==> config.mk <==
export PLATFORM = sky130hd
export DESIGN_NAME = useq_sequencer
export DESIGN_NICKNAME = d
export VERILOG_FILES = /design/src/rtl/useq_pkg.sv /design/src/rtl/useq_cond_mux.sv /design/src/rtl/useq_next_addr.sv /design/src/rtl/useq_state_regs.sv /design/src/rtl/useq_sequencer.sv
export SDC_FILE = /design/constraint.sdc
export NUM_CORES = 1
export LEC_CHECK = 0
export BUFFER_PORTS_ARGS = -buffer_cell sky130_fd_sc_hd__buf_2
export CAP_MARGIN = 20
export CORE_AREA = 2 2 49 42
export DETAILED_ROUTE_END_ITERATION = 10
export DIE_AREA = 0 0 51 44
export PLACE_DENSITY = 0.85
export SLEW_MARGIN = 20
export SYNTH_ARGS = -nofsm -noshare
export SYNTH_HDL_FRONTEND = slang
export SYNTH_HIERARCHICAL = 1
export SYNTH_SLANG_ARGS = --single-unit
==> constraint.sdc <==
create_clock -name clk -period 1.5 [get_ports clk]
set_input_delay 0 -clock clk [delete_from_list [all_inputs] [get_ports clk]]
set_output_delay 0 -clock clk [all_outputs]
set_load 0.03 [all_outputs]
==> src/rtl/useq_pkg.sv <==
package useq_pkg;

  typedef enum logic [1:0] {
    BR_JUMP = 2'b00,
    BR_CALL = 2'b01,
    BR_RET  = 2'b10,
    BR_MAP  = 2'b11
  } br_kind_e;

  typedef enum logic [1:0] {
    TEST_ALWAYS  = 2'b00,
    TEST_DR_SIGN = 2'b01,
    TEST_AC_SIGN = 2'b10,
    TEST_AC_ZERO = 2'b11
  } test_sel_e;

endpackage

==> src/rtl/useq_cond_mux.sv <==
module useq_cond_mux
  import useq_pkg::*;
(
  input  logic [1:0] cd_sel,
  input  logic       dr_sign,
  input  logic       ac_sign,
  input  logic       ac_zero,
  output logic       cond_true
);

  test_sel_e sel;
  assign sel = test_sel_e'(cd_sel);

  always_comb begin
    unique case (sel)
      TEST_ALWAYS:  cond_true = 1'b1;
      TEST_DR_SIGN: cond_true = dr_sign;
      TEST_AC_SIGN: cond_true = ac_sign;
      TEST_AC_ZERO: cond_true = ac_zero;
      default:      cond_true = 1'b1;
    endcase
  end

endmodule

==> src/rtl/useq_next_addr.sv <==
module useq_next_addr
  import useq_pkg::*;
#(
  parameter int ADDR_W  = 7,
  parameter int OP_W    = 4,
  parameter int MAP_LSB = 2
) (
  input  logic [1:0]        br_type,
  input  logic              cond_true,
  input  logic [ADDR_W-1:0] ad_field,
  input  logic [ADDR_W-1:0] car_q,
  input  logic [ADDR_W-1:0] sbr_q,
  input  logic [OP_W-1:0]   dr_opcode,
  output logic [ADDR_W-1:0] car_d,
  output logic [ADDR_W-1:0] sbr_d,
  output logic              sbr_we,
  output logic              jump_taken,
  output logic              seq_step
);

  localparam int MAP_MSB = MAP_LSB + OP_W - 1;

  function automatic logic [ADDR_W-1:0] addr_inc(input logic [ADDR_W-1:0] a);
    return a + ADDR_W'(1);
  endfunction

  logic [ADDR_W-1:0] map_addr;
  logic [ADDR_W-1:0] inc_addr;
  br_kind_e          kind;

  // Opcode placed into its window of the address; every other bit is zero.
  for (genvar b = 0; b < ADDR_W; b++) begin : g_map_bit
    if (b >= MAP_LSB && b <= MAP_MSB) begin : g_op
      assign map_addr[b] = dr_opcode[b-MAP_LSB];
    end else begin : g_zero
      assign map_addr[b] = 1'b0;
    end
  end

  assign kind     = br_kind_e'(br_type);
  assign inc_addr = addr_inc(car_q);
  assign sbr_d    = inc_addr;

  always_comb begin
    car_d      = inc_addr;
    sbr_we     = 1'b0;
    jump_taken = 1'b0;
    seq_step   = 1'b0;
    unique case (kind)
      BR_JUMP, BR_CALL: begin
        if (cond_true) begin
          car_d      = ad_field;
          jump_taken = 1'b1;
          sbr_we     = (kind == BR_CALL);
        end else begin
          seq_step = 1'b1;
        end
      end
      BR_RET:  car_d = sbr_q;
      BR_MAP:  car_d = map_addr;
      default: car_d = inc_addr;
    endcase
  end

endmodule

==> src/rtl/useq_state_regs.sv <==
module useq_state_regs #(
  parameter int ADDR_W = 7
) (
  input  logic              clk,
  input  logic              rst,
  input  logic [ADDR_W-1:0] car_d,
  input  logic [ADDR_W-1:0] sbr_d,
  input  logic              sbr_we,
  output logic [ADDR_W-1:0] car_q,
  output logic [ADDR_W-1:0] sbr_q
);

  always_ff @(posedge clk) begin
    if (rst) begin
      car_q <= '0;
      sbr_q <= '0;
    end else begin
      car_q <= car_d;
      if (sbr_we) sbr_q <= sbr_d;
    end
  end

endmodule

==> src/rtl/useq_sequencer.sv <==
module useq_sequencer #(
  parameter int ADDR_W  = 7,
  parameter int OP_W    = 4,
  parameter int MAP_LSB = 2
) (
  input  logic              clk,
  input  logic              rst,
  input  logic [1:0]        cd_sel,
  input  logic [1:0]        br_type,
  input  logic [ADDR_W-1:0] ad_field,
  input  logic              dr_sign,
  input  logic              ac_sign,
  input  logic              ac_zero,
  input  logic [OP_W-1:0]   dr_opcode,
  output logic [ADDR_W-1:0] car
);

  logic              cond_true;
  logic              sbr_we;
  logic              jump_taken;
  logic              seq_step;
  logic [ADDR_W-1:0] car_d;
  logic [ADDR_W-1:0] sbr_d;
  logic [ADDR_W-1:0] car_q;
  logic [ADDR_W-1:0] sbr_q;

  useq_cond_mux u_cond (
    .cd_sel    (cd_sel),
    .dr_sign   (dr_sign),
    .ac_sign   (ac_sign),
    .ac_zero   (ac_zero),
    .cond_true (cond_true)
  );

  useq_next_addr #(
    .ADDR_W  (ADDR_W),
    .OP_W    (OP_W),
    .MAP_LSB (MAP_LSB)
  ) u_next (
    .br_type    (br_type),
    .cond_true  (cond_true),
    .ad_field   (ad_field),
    .car_q      (car_q),
    .sbr_q      (sbr_q),
    .dr_opcode  (dr_opcode),
    .car_d      (car_d),
    .sbr_d      (sbr_d),
    .sbr_we     (sbr_we),
    .jump_taken (jump_taken),
    .seq_step   (seq_step)
  );

  useq_state_regs #(
    .ADDR_W (ADDR_W)
  ) u_regs (
    .clk    (clk),
    .rst    (rst),
    .car_d  (car_d),
    .sbr_d  (sbr_d),
    .sbr_we (sbr_we),
    .car_q  (car_q),
    .sbr_q  (sbr_q)
  );

  assign car = car_q;

endmodule

# Yosys cells after proc, flatten, opt, wreduce, memory -nomap -nowiden
# Index checks and enable logic that the tools add are counted.
word_totals:
  inputBits: 20
  register_bits: 14
op_classes:
  n_addsub: 1
  mux: 5
  n_eq_ne: 6
  n_reduce_logical: 3
ops:
  columns: ["op", "count"]
  rows:
  - ["one-hot mux 7 bit (3 select lines)", 1]
  - ["equality test 2 bit, second input constant", 4]
  - ["adder 7 x 1 -> 7 bit, second input constant", 1]
  - ["2-to-1 mux 7 bit", 1]
  - ["equality test 2 x 1 -> 1 bit, second input constant", 2]
  - ["zero test 2 bit", 2]
  - ["one-hot mux 1 bit (4 select lines)", 1]
  - ["2-to-1 mux 1 bit", 2]
  - ["OR reduction 2 bit", 1]

# Longest topological paths before layout
# Gate-level depths: netlist of the first run.
logic_depth:
  ltp_word: 4
  depth_mapped: 9
  ltp_nobuf: 7

# By module
# Netlist of the first run, hierarchy kept.
modules_own_cells:
  columns: ["module", "area_per_inst_um2", "n_inst", "cells_each"]
  rows:
  - ["useq_state_regs", 439.2, 1, 37]
  - ["useq_next_addr", 330.3, 1, 49]
  - ["useq_cond_mux", 27.5, 1, 3]

# Worst setup path after synthesis of the first run
# No wires, ideal clock.
synth_timing:
  path_type: "reg2reg"
  start: "register u_regs.car_q[0]"
  end: "register u_regs.car_q[4]"
  t_arrival_ns: 1.479
  period_less_slack_ns: 1.593
  stages_incl_launch_ff: 6
  setup_time_ns: 0.114
  required_ns: 1.386
  setup_slack_ns: -0.093
  n_path_buf: 0
  cell_sequence: "dfxtp_1 > ha_1 > nand3_1 > xnor2_1 > o221a_2 > nor2b_1"
synth_between:
  elab_chain_cells: 3
synth_rtl:
  columns: ["element", "line_no", "rtl"]
  rows:
  - ["start: declaration", "useq_state_regs.sv:9", "output logic [ADDR_W-1:0] car_q,"]
  - ["start signal: assignment", "useq_state_regs.sv:18", "car_q <= car_d;"]
  - ["adder 7 x 1 -> 7 bit", "useq_next_addr.sv:24", "return a + ADDR_W'(1);"]
  - ["net sbr_d[4]", "useq_sequencer.sv:23", "logic [ADDR_W-1:0] sbr_d;"]
  - ["2-to-1 mux 7 bit", "useq_next_addr.sv:51", "if (cond_true) begin"]
  - ["one-hot mux 7 bit (3 select lines)", "useq_next_addr.sv:49", "unique case (kind)"]
  - ["net car_d[4]", "useq_sequencer.sv:22", "logic [ADDR_W-1:0] car_d;"]
# The timed path passes the listed nets, and every way through them passes these cells.
# A chain may end at the register's enable or synchronous reset.

# Worst setup path in the final report of the first run
layout_timing:
  start: "register u_regs.car_q[0]"
  end: "register u_regs.car_q[6]"
layout_between:
  elab_chain_cells: 3
layout_rtl:
  columns: ["element", "line_no"]
  rows:
  - ["adder 7 x 1 -> 7 bit", "useq_next_addr.sv:24"]
  - ["2-to-1 mux 7 bit", "useq_next_addr.sv:51"]
  - ["one-hot mux 7 bit (3 select lines)", "useq_next_addr.sv:49"]
  - ["net car_d[6]", "useq_sequencer.sv:22"]
# The timed path passes the listed nets, and every way through them passes these cells.

==> flow_summary.json, run 1 <==
{
  "status": "complete, no violations",
  "cpPeakStageDelay_ns": 0.38,
  "synth_top_area_frac": 0.3516,
  "cp.depth": 5,
  "grt_overflow": 0,
  "die_area_um2": 2244,
  "start_util": 0.4505,
  "cts_tree": "yes",
  "hold_viol": 0,
  "nets": 138,
  "crit_required_ns": 1.71,
  "num_rows": 14,
  "yosysWarnings": 6,
  "grt_pass1_wl_mm": 2.891,
  "power_density_nw_per_um2": 892.6,
  "grt_antenna_before_repair": 0,
  "antenna_cells": 0,
  "worst_slack_ns": 0.1160,
  "boundaryPins": 27,
  "cap_violations": 0,
  "cts_buffers": 3,
  "fin_crit_sh": 0.9227,
  "cts_buffer_depth": 2,
  "fp.coreArea_um2": 1769,
  "cts_setup_buffers": 0,
  "dp.final_hpwl_mm": 1.394,
  "cts-resized-gates": 0,
  "synth_common_cells": "dfxtp_1, mux2i_1, nor2b_1, nor2_1, nand2_1",
  "hold_path_class": "primary input to register",
  "place_ws_ns": 0.1003,
  "htree_levels": 1,
  "path_cells": "ha_1, and4_1, nor3_1, o32ai_2, nor2b_1",
  "tightest_slew_ns": 0.2536,
  "endpoint_kind": "register",
  "async_flop_share": 0,
  "post-route-util": 0.5537,
  "detail-route-antenna-nets": 0,
  "grt_pass1_vias": 688,
  "r2r_cells": 5,
  "synth.distinct_cells": 30,
  "fp.dieH_um": 44,
  "p_leak_uw": 0.0004557,
  "finalInstanceArea_um2": 979.7,
  "synth_nets": 110,
  "drc_errors": 0,
  "fin_skew_ns": 0.001314,
  "min_path_cells": 2,
  "worstSkewPairLatency_ns": 0.28,
  "dr.pass1.iters": 4,
  "ys.flop_type": "dfxtp_1",
  "period_needed_ns": 1.384,
  "crit_slowest_cell": "dfxtp_2",
  "yosysMostFrequentCell": "dfxtp_1",
  "path_delay_family": "simple AND/OR/NAND/NOR gates",
  "crit_arrival_ns": 1.59,
  "routed_wl_mm": 1.805,
  "gp_congestion": 0.8417,
  "slew_headroom": 0.8309,
  "report.final.slew_viol_count": 0,
  "vdd_drop_max_mv": 0.4247,
  "drive_gt1_frac": 0.3448,
  "synth-seq-cells": 14,
  "cts.sinks": 14,
  "track_usage": 0.1769,
  "critPathLaunchType": "register",
  "fill_cells": 162,
  "vias": 722,
  "synth-edff-count": 0,
  "via_per_inst": 5.157,
  "yosys-top-cells-area": "dfxtp_1, mux2i_1, nor2b_1",
  "crit_type": "register to register",
  "seq_area_frac_synth": 0.3516,
  "drtIter0Drc": 8,
  "syn_avg_cell_area_um2": 8.955,
  "grt_setup_unrepaired": "no",
  "yosysTopAreaCell": "dfxtp_1",
  "finalSetupViolCount": 0,
  "grt_start_max_net_pins": 15,
  "cp_max_fo": 6,
  "final.setup.tns_ns": 0,
  "clockRootBuffer": "clkbuf_4",
  "clk_pin_slew_ns": 0.09,
  "whs_ns": 0.05150,
  "holdBufCountCts": 0,
  "crit_buf_inv": 0,
  "netlist_instances": 89,
  "port_buffers": 26,
  "wire_per_inst_um": 12.89,
  "dpl-instance-area_um2": 940.9,
  "mappedNetlistArea_um2": 797.0,
  "die_width_um": 51,
  "max_freq_mhz": 722.5,
  "area_growth_syn_to_layout_pct": 22.92
}
## layout make-up
class	instances	area (um2)	share of cell area
Tap cell	24	30.03	0.03065
Multi-Input combinational cell	66	467.9	0.4777
Timing Repair Buffer	28	145.1	0.1481
Clock buffer	4	36.28	0.03704
Sequential cell	14	285.3	0.2912
Inverter	4	15.01	0.01533
## stage by stage
stage	cells	total power (uW)
after detailed placement	136	604.6
after global placement	136	595.7
after CTS	140	881.1
after global routing	140	915.2
after floorplan	89	544.1
final	140	874.5
## cells in the final DEF, fill, tap and decap left out, types with 2 or more instances in the layout
master / instances
o221a_2: 2
inv_1: 4
clkbuf_4: 3
nor2b_1: 9
o21ai_0: 2
buf_4: 2
nor2_1: 8
xnor2_1: 3
dfxtp_2: 4
buf_2: 26
mux2i_1: 12
nand2_1: 6
mux2_1: 2
or2_1: 2
dfxtp_1: 10
a21oi_1: 2
nand3_1: 4
## cells by family (layout without fill, tap and decap cells)
group	after synthesis	count (layout)	share of synthesized area
adders and majority gates	1	1	0.01570
and+or+nand+nor	36	36	0.2418
xor gates and xnor gates	4	4	0.04396
AOI/OAI and AO/OA	11	11	0.1068
muxes	14	14	0.1790
buffers and inverters	9	36	0.06122
DFF	14	14	0.3516
## worst register-to-register path: stages (launching register included)
cell,delay [ns]
dfxtp_2,0.38
ha_1,0.23
and4_1,0.22
nor3_1,0.06
o32ai_2,0.24
nor2b_1,0.19
## final timing paths
| path | end | slack [ns] | startpoint |
|---|---|---|---|
| worst max-delay path | u_regs/car_q[6] | 0.12 | u_regs/car_q[0] |
| worst min-delay path | u_regs/sbr_q[6] | 0.05 | rst |
| worst max register to register | u_regs/car_q[6] | 0.12 | u_regs/car_q[0] |
| worst min register to register | u_regs/sbr_q[6] | 0.51 | u_regs/sbr_q[6] |
## where the power goes
part           switching [uW]  internal [uW]  total, uW
Combinational             100           87.3        188
Clock                     130            148        277
Sequential               17.5            392        410
## flip-flops by register name, indices dropped and copies added, names as in the netlist
name / cells
u_regs/car_q: 7
u_regs/sbr_q: 7
## per-layer routing
metal / wire (um) / global-route usage / vias to the layer above
met4: 15 / 0.06486 / 0
met5: 0 / 0 / -
met1: 791 / 0.1822 / 338
met2: 926 / 0.3377 / 19
met3: 71 / 0.05172 / 2
li1: - / - / 363
Power figures use the tool's default switching activity.
==> inputs of run 2 (changes only) <==
CELL_PAD_IN_SITES_DETAIL_PLACEMENT = 2   (was not set)
CELL_PAD_IN_SITES_GLOBAL_PLACEMENT = 2   (was not set)
CORE_AREA = 2 2 64 54   (was 2 2 49 42)
DIE_AREA = 0 0 66 56   (was 0 0 51 44)
PLACE_DENSITY = 0.8   (was 0.85)
==> flow_summary.json, run 2 (synthesized netlist as in run 1, its figures left out) <==
{
  "finalSetupViolCount": 0,
  "power_density_nw_per_um2": 946.0,
  "antenna_cells": 0,
  "period_needed_ns": 1.419,
  "wire_per_inst_um": 16.44,
  "cap_violations": 0,
  "grt_pass1_wl_mm": 4.160,
  "hold_path_class": "primary input to register",
  "seqPwrFrac": 0.417,
  "grt_start_max_net_pins": 15,
  "vias": 749,
  "dp.final_hpwl_mm": 1.939,
  "via_per_inst": 4.771,
  "cts_setup_buffers": 0,
  "grt_setup_unrepaired": "no",
  "p_sw_frac": 0.2765,
  "tightest_slew_ns": 0.2752,
  "path_delay_family": "flip-flops",
  "cts_buffer_depth": 2,
  "track_usage": 0.1490,
  "die_width_um": 66,
  "dr.pass1.iters": 4,
  "crit_slowest_cell": "dfxtp_4",
  "clk_pin_slew_ns": 0.06,
  "endpoint_kind": "register",
  "fill_cells": 365,
  "final_cell_mix": "buf_2, mux2i_1, dfxtp_1",
  "path_cells": "ha_4, nand3_1, xnor2_2, o221a_2, nor2b_1",
  "busiest_layer": "met2",
  "cpPeakStageDelay_ns": 0.39,
  "cp_max_fo": 6,
  "grt_antenna_before_repair": 0,
  "grt_pass1_vias": 854,
  "crit_required_ns": 1.63,
  "fin_crit_sh": 0.9460,
  "p_int_uw": 716.0,
  "drtIter0Drc": 8,
  "p_comb_frac": 0.205,
  "drive_gt1_frac": 0.3504,
  "pwr-share-clk": 0.378,
  "htree_levels": 1,
  "boundaryPins": 27,
  "vdd_drop_max_mv": 0.3790,
  "slew_headroom": 0.8166,
  "critPathLaunchType": "register",
  "report.final.slew_viol_count": 0,
  "clockRootBuffer": "clkbuf_8",
  "cts.sinks": 14,
  "routed_wl_mm": 2.581,
  "fin_skew_ns": 0.001649,
  "max_freq_mhz": 704.7,
  "cts_buffers": 3,
  "post-route-util": 0.3466,
  "crit_arrival_ns": 1.54,
  "p_leak_uw": 0.0004739,
  "met3_usage": 0.04453,
  "status": "complete, no violations",
  "port_buffers": 26,
  "fp.dieH_um": 56,
  "fp.coreArea_um2": 3018,
  "gp_congestion": 0.8378,
  "switching_power_uw": 273.6,
  "nets": 139,
  "start_util": 0.2641,
  "total_power_uw": 989.6,
  "grt_overflow": 0,
  "drc_errors": 0,
  "die_area_um2": 3696,
  "detail-route-antenna-nets": 0,
  "crit_type": "register to register",
  "worstSkewPairLatency_ns": 0.25,
  "holdBufCountCts": 0,
  "final.setup.tns_ns": 0,
  "top_regs": "u_regs/car_q: 7 flops, u_regs/sbr_q: 7 flops",
  "num_rows": 18,
  "cts_tree": "yes",
  "area_growth_syn_to_layout_pct": 31.24,
  "final_common_cell": "buf_2",
  "crit_buf_inv": 0,
  "use_met2": 0.2597,
  "grtUsageMet1": 0.1801,
  "hold_viol": 0
}
-- run 2: cell types whose count changed in the layout (fill, tap and decap cells not counted), moves of 2 or more --
cell      delta
dfxtp_1      +2
clkbuf_8     +3
dfxtp_2      -3
clkbuf_4     -3
-- run 2: per-stage QoR --
stage | setup WS [ns] | area (um2) | hold WS, ns | cells
floorplan | 0.05327 | 799.5 | 0.06420 | 89
global placement | 0.08210 | 968.4 | 0.3542 | 153
detailed placement | 0.008576 | 968.4 | 0.3666 | 153
CTS | 0.02649 | 1026 | 0.1076 | 157
global route | 0.005712 | 1046 | 0.1154 | 157
finish | 0.08096 | 1046 | 0.1036 | 157
-- run 2: final timing paths --
path	startpoint	endpoint	slack, ns	cells past startpoint
min reg2reg	u_regs/sbr_q[5]	u_regs/sbr_q[5]	0.50	2
max	u_regs/car_q[0]	u_regs/car_q[4]	0.08	5
min	rst	u_regs/sbr_q[6]	0.10	2
max reg2reg	u_regs/car_q[0]	u_regs/car_q[4]	0.08	5
-- run 2: what timing repair did --
action,4_1_cts,5_1_grt
endpoints found under the setup margin,1,1
resized for setup,1,3
pin swaps,0,0
-- run 2: power by group through the flow --
stage | Combinational [uW] | Sequential (uW) | Clock, uW
5_1_grt | 222 | 416 | 410
2_1_floorplan | 105 | 439 | 0
3_5_place_dp | 199 | 419 | 0
3_3_place_gp | 188 | 418 | 0
4_1_cts | 201 | 411 | 389
6_report | 203 | 413 | 374
-- run 2: layout make-up --
type	count	area [um2]	share of cell area
Sequential cell	14	285.3	0.2727
Tap cell	40	50.05	0.04785
Inverter	4	15.01	0.01435
Timing Repair Buffer	29	152.6	0.1459
Multi-Input combinational cell	66	488.0	0.4665
Clock buffer	4	55.05	0.05263
-- run 2: per-layer routing --
| layer | up-vias | part of all wire |
|---|---|---|
| li1 | 359 | - |
| met1 | 369 | 0.43 |
| met2 | 21 | 0.53 |
| met3 | 0 | 0.036 |
| met4 | 0 | 0 |
| met5 | - | 0 |
==> inputs of run 3 (changes only) <==
ABC_AREA = 1   (was not set)
CORE_AREA = 2 2 70 59   (was 2 2 64 54)
DIE_AREA = 0 0 72 61   (was 0 0 66 56)
PLACE_DENSITY = 0.81   (was 0.8)
==> flow_summary.json, run 3 <==
{
  "status": "complete, no violations",
  "whs_ns": 0.03727,
  "cts_buffers": 3,
  "vias": 937,
  "final_common_cell": "nand2_1",
  "slew_headroom": 0.7858,
  "p_comb_frac": 0.214,
  "synthMuxAreaShare": 0,
  "yosysMostFrequentCell": "nand2_1",
  "synth_nets": 164,
  "mappedNetlistArea_um2": 860.8,
  "regArea_um2": 280.3,
  "tightest_slew_ns": 0.3203,
  "syn_avg_cell_area_um2": 6.020,
  "critPathLaunchType": "register",
  "fp.coreArea_um2": 3679,
  "layout.cells.non_filler": 216,
  "p_sw_frac": 0.2996,
  "r2r_cells": 8,
  "hold_viol": 0,
  "min_path_cells": 2,
  "grt_pass1_vias": 1043,
  "boundaryPins": 27,
  "fin_crit_sh": 0.8970,
  "yosysWarnings": 6,
  "synth_top_family_by_area": "simple AND/OR/NAND/NOR gates",
  "synth-edff-count": 0,
  "htree_levels": 1,
  "grt_start_max_net_pins": 15,
  "antenna_cells": 0,
  "synth-seq-cells": 14,
  "yosysTopAreaCell": "dfxtp_1",
  "seqPwrFrac": 0.411,
  "grt_antenna_before_repair": 0,
  "seq_area_frac_synth": 0.3256,
  "final.setup.tns_ns": 0,
  "port_buffers": 26,
  "cp_max_fo": 4,
  "dpl.cell_count": 212,
  "synth_compound_area_frac": 0.02616,
  "drtIter0Drc": 20,
  "synth_xor_area_frac": 0.04797,
  "num_rows": 20,
  "synth_top_area_frac": 0.3256,
  "clockRootBuffer": "clkbuf_8",
  "routed_wl_mm": 2.783,
  "report.final.slew_viol_count": 0,
  "yosys-top-cells-area": "dfxtp_1, nand2_1, nor2_1",
  "max_freq_mhz": 743.2,
  "grt_pass1_wl_mm": 4.809,
  "crit_required_ns": 1.65,
  "finalInstanceArea_um2": 1092,
  "switching_power_uw": 302.7,
  "power_density_nw_per_um2": 925.2,
  "synth.distinct_cells": 20,
  "netlist_instances": 143,
  "nets": 194,
  "dr.pass1.iters": 4,
  "post-route-util": 0.2969,
  "gp_congestion": 0.7327,
  "crit_arrival_ns": 1.49,
  "cts-resized-gates": 0,
  "cts.sinks": 14,
  "crit_type": "register to register",
  "dp.final_hpwl_mm": 2.303,
  "synthAdderAreaFrac": 0.01453,
  "p_leak_uw": 0.0005962,
  "detail-route-antenna-nets": 0,
  "multi_input_area_um2": 451.7,
  "grt_overflow": 0,
  "cap_violations": 0,
  "cts_setup_buffers": 0,
  "cts_buffer_depth": 2,
  "die_area_um2": 4392,
  "holdBufCountCts": 0,
  "hold_path_class": "primary input to register",
  "area_growth_syn_to_layout_pct": 26.89,
  "track_usage": 0.1482,
  "die_width_um": 72,
  "dpl-instance-area_um2": 1037,
  "ys.flop_type": "dfxtp_1",
  "fill_cells": 477,
  "synth_common_cells": "nand2_1, nor2_1, inv_1, dfxtp_1, nand3_1",
  "p_int_uw": 707.9,
  "worstSkewPairLatency_ns": 0.25,
  "r2r_setup_slack_ns": 0.15,
  "drc_errors": 0,
  "fin_skew_ns": 0.004102,
  "grt_setup_unrepaired": "no",
  "top_regs": "u_regs/car_q: 7 flops, u_regs/sbr_q: 7 flops",
  "vdd_drop_max_mv": 0.3159,
  "cts_tree": "yes",
  "pwr-share-clk": 0.375,
  "synthSimpleGateAreaFrac": 0.4360,
  "finalSetupViolCount": 0,
  "drive_gt1_frac": 0.2442,
  "final_cell_mix": "nand2_1, buf_2, nor2_1",
  "clk_pin_slew_ns": 0.06,
  "endpoint_kind": "register",
  "wire_per_inst_um": 12.88,
  "period_needed_ns": 1.345,
  "fp.dieH_um": 61,
  "async_flop_share": 0,
  "via_per_inst": 4.338,
  "start_util": 0.2340
}
==> run 3: power by group through the flow <==
stage	combinational (uW)	clock (uW)	sequential, uW
2_1_floorplan	115	0	447
3_3_place_gp	207	0	421
3_5_place_dp	218	0	423
4_1_cts	222	395	415
5_1_grt	246	415	418
6_report	216	379	415
==> run 3: path summary, 6_finish.rpt <==
kind                        start               to
hold / removal                rst  u_regs/car_q[6]
hold reg to reg   u_regs/sbr_q[1]  u_regs/sbr_q[1]
setup / recovery  u_regs/car_q[0]  u_regs/car_q[6]
setup reg to reg  u_regs/car_q[0]  u_regs/car_q[6]
==> run 3: worst max-delay path: stages (launching register included) <==
cell      delay (ns)
dfxtp_1         0.39
ha_1            0.26
nand3_1         0.11
o21bai_1        0.16
nand2_1         0.09
nand2_1         0.08
nand2_1         0.06
inv_1           0.05
nor2_1          0.03
==> run 3: layout make-up <==
| cell class | instances | area share |
|---|---|---|
| Inverter | 28 | 0.09622 |
| Clock buffer | 4 | 0.05040 |
| Sequential cell | 14 | 0.2566 |
| Timing Repair Buffer | 28 | 0.1329 |
| Tap cell | 44 | 0.05040 |
| Multi-Input combinational cell | 98 | 0.4135 |
==> run 3: per-layer routing <==
metal  vias up  global-route usage  share of wire
met3         2             0.03987          0.031
met2        11              0.2765           0.51
met5         -                   0              0
li1        477                   -              -
met4         0             0.03235         0.0068
met1       447              0.1727           0.45
==> run 3: cells by family after synthesis <==
logic type | after synthesis
AO/OA/AOI/OAI | 4
XOR/XNOR | 3
adder cells (fa/ha/maj) | 1
buffers and inverters | 31
flip-flops | 14
AND/OR/NAND/NOR | 90
==> run 3: stage by stage <==
| stage | setup WS, ns | power [uW] |
|---|---|---|
| global placement | 0.2731 | 628.0 |
| global route | 0.006368 | 1079 |
| CTS | 0.1379 | 1032 |
| finish | 0.1545 | 1011 |
| floorplan | 0.1021 | 561.8 |
| detailed placement | 0.1770 | 641.8 |
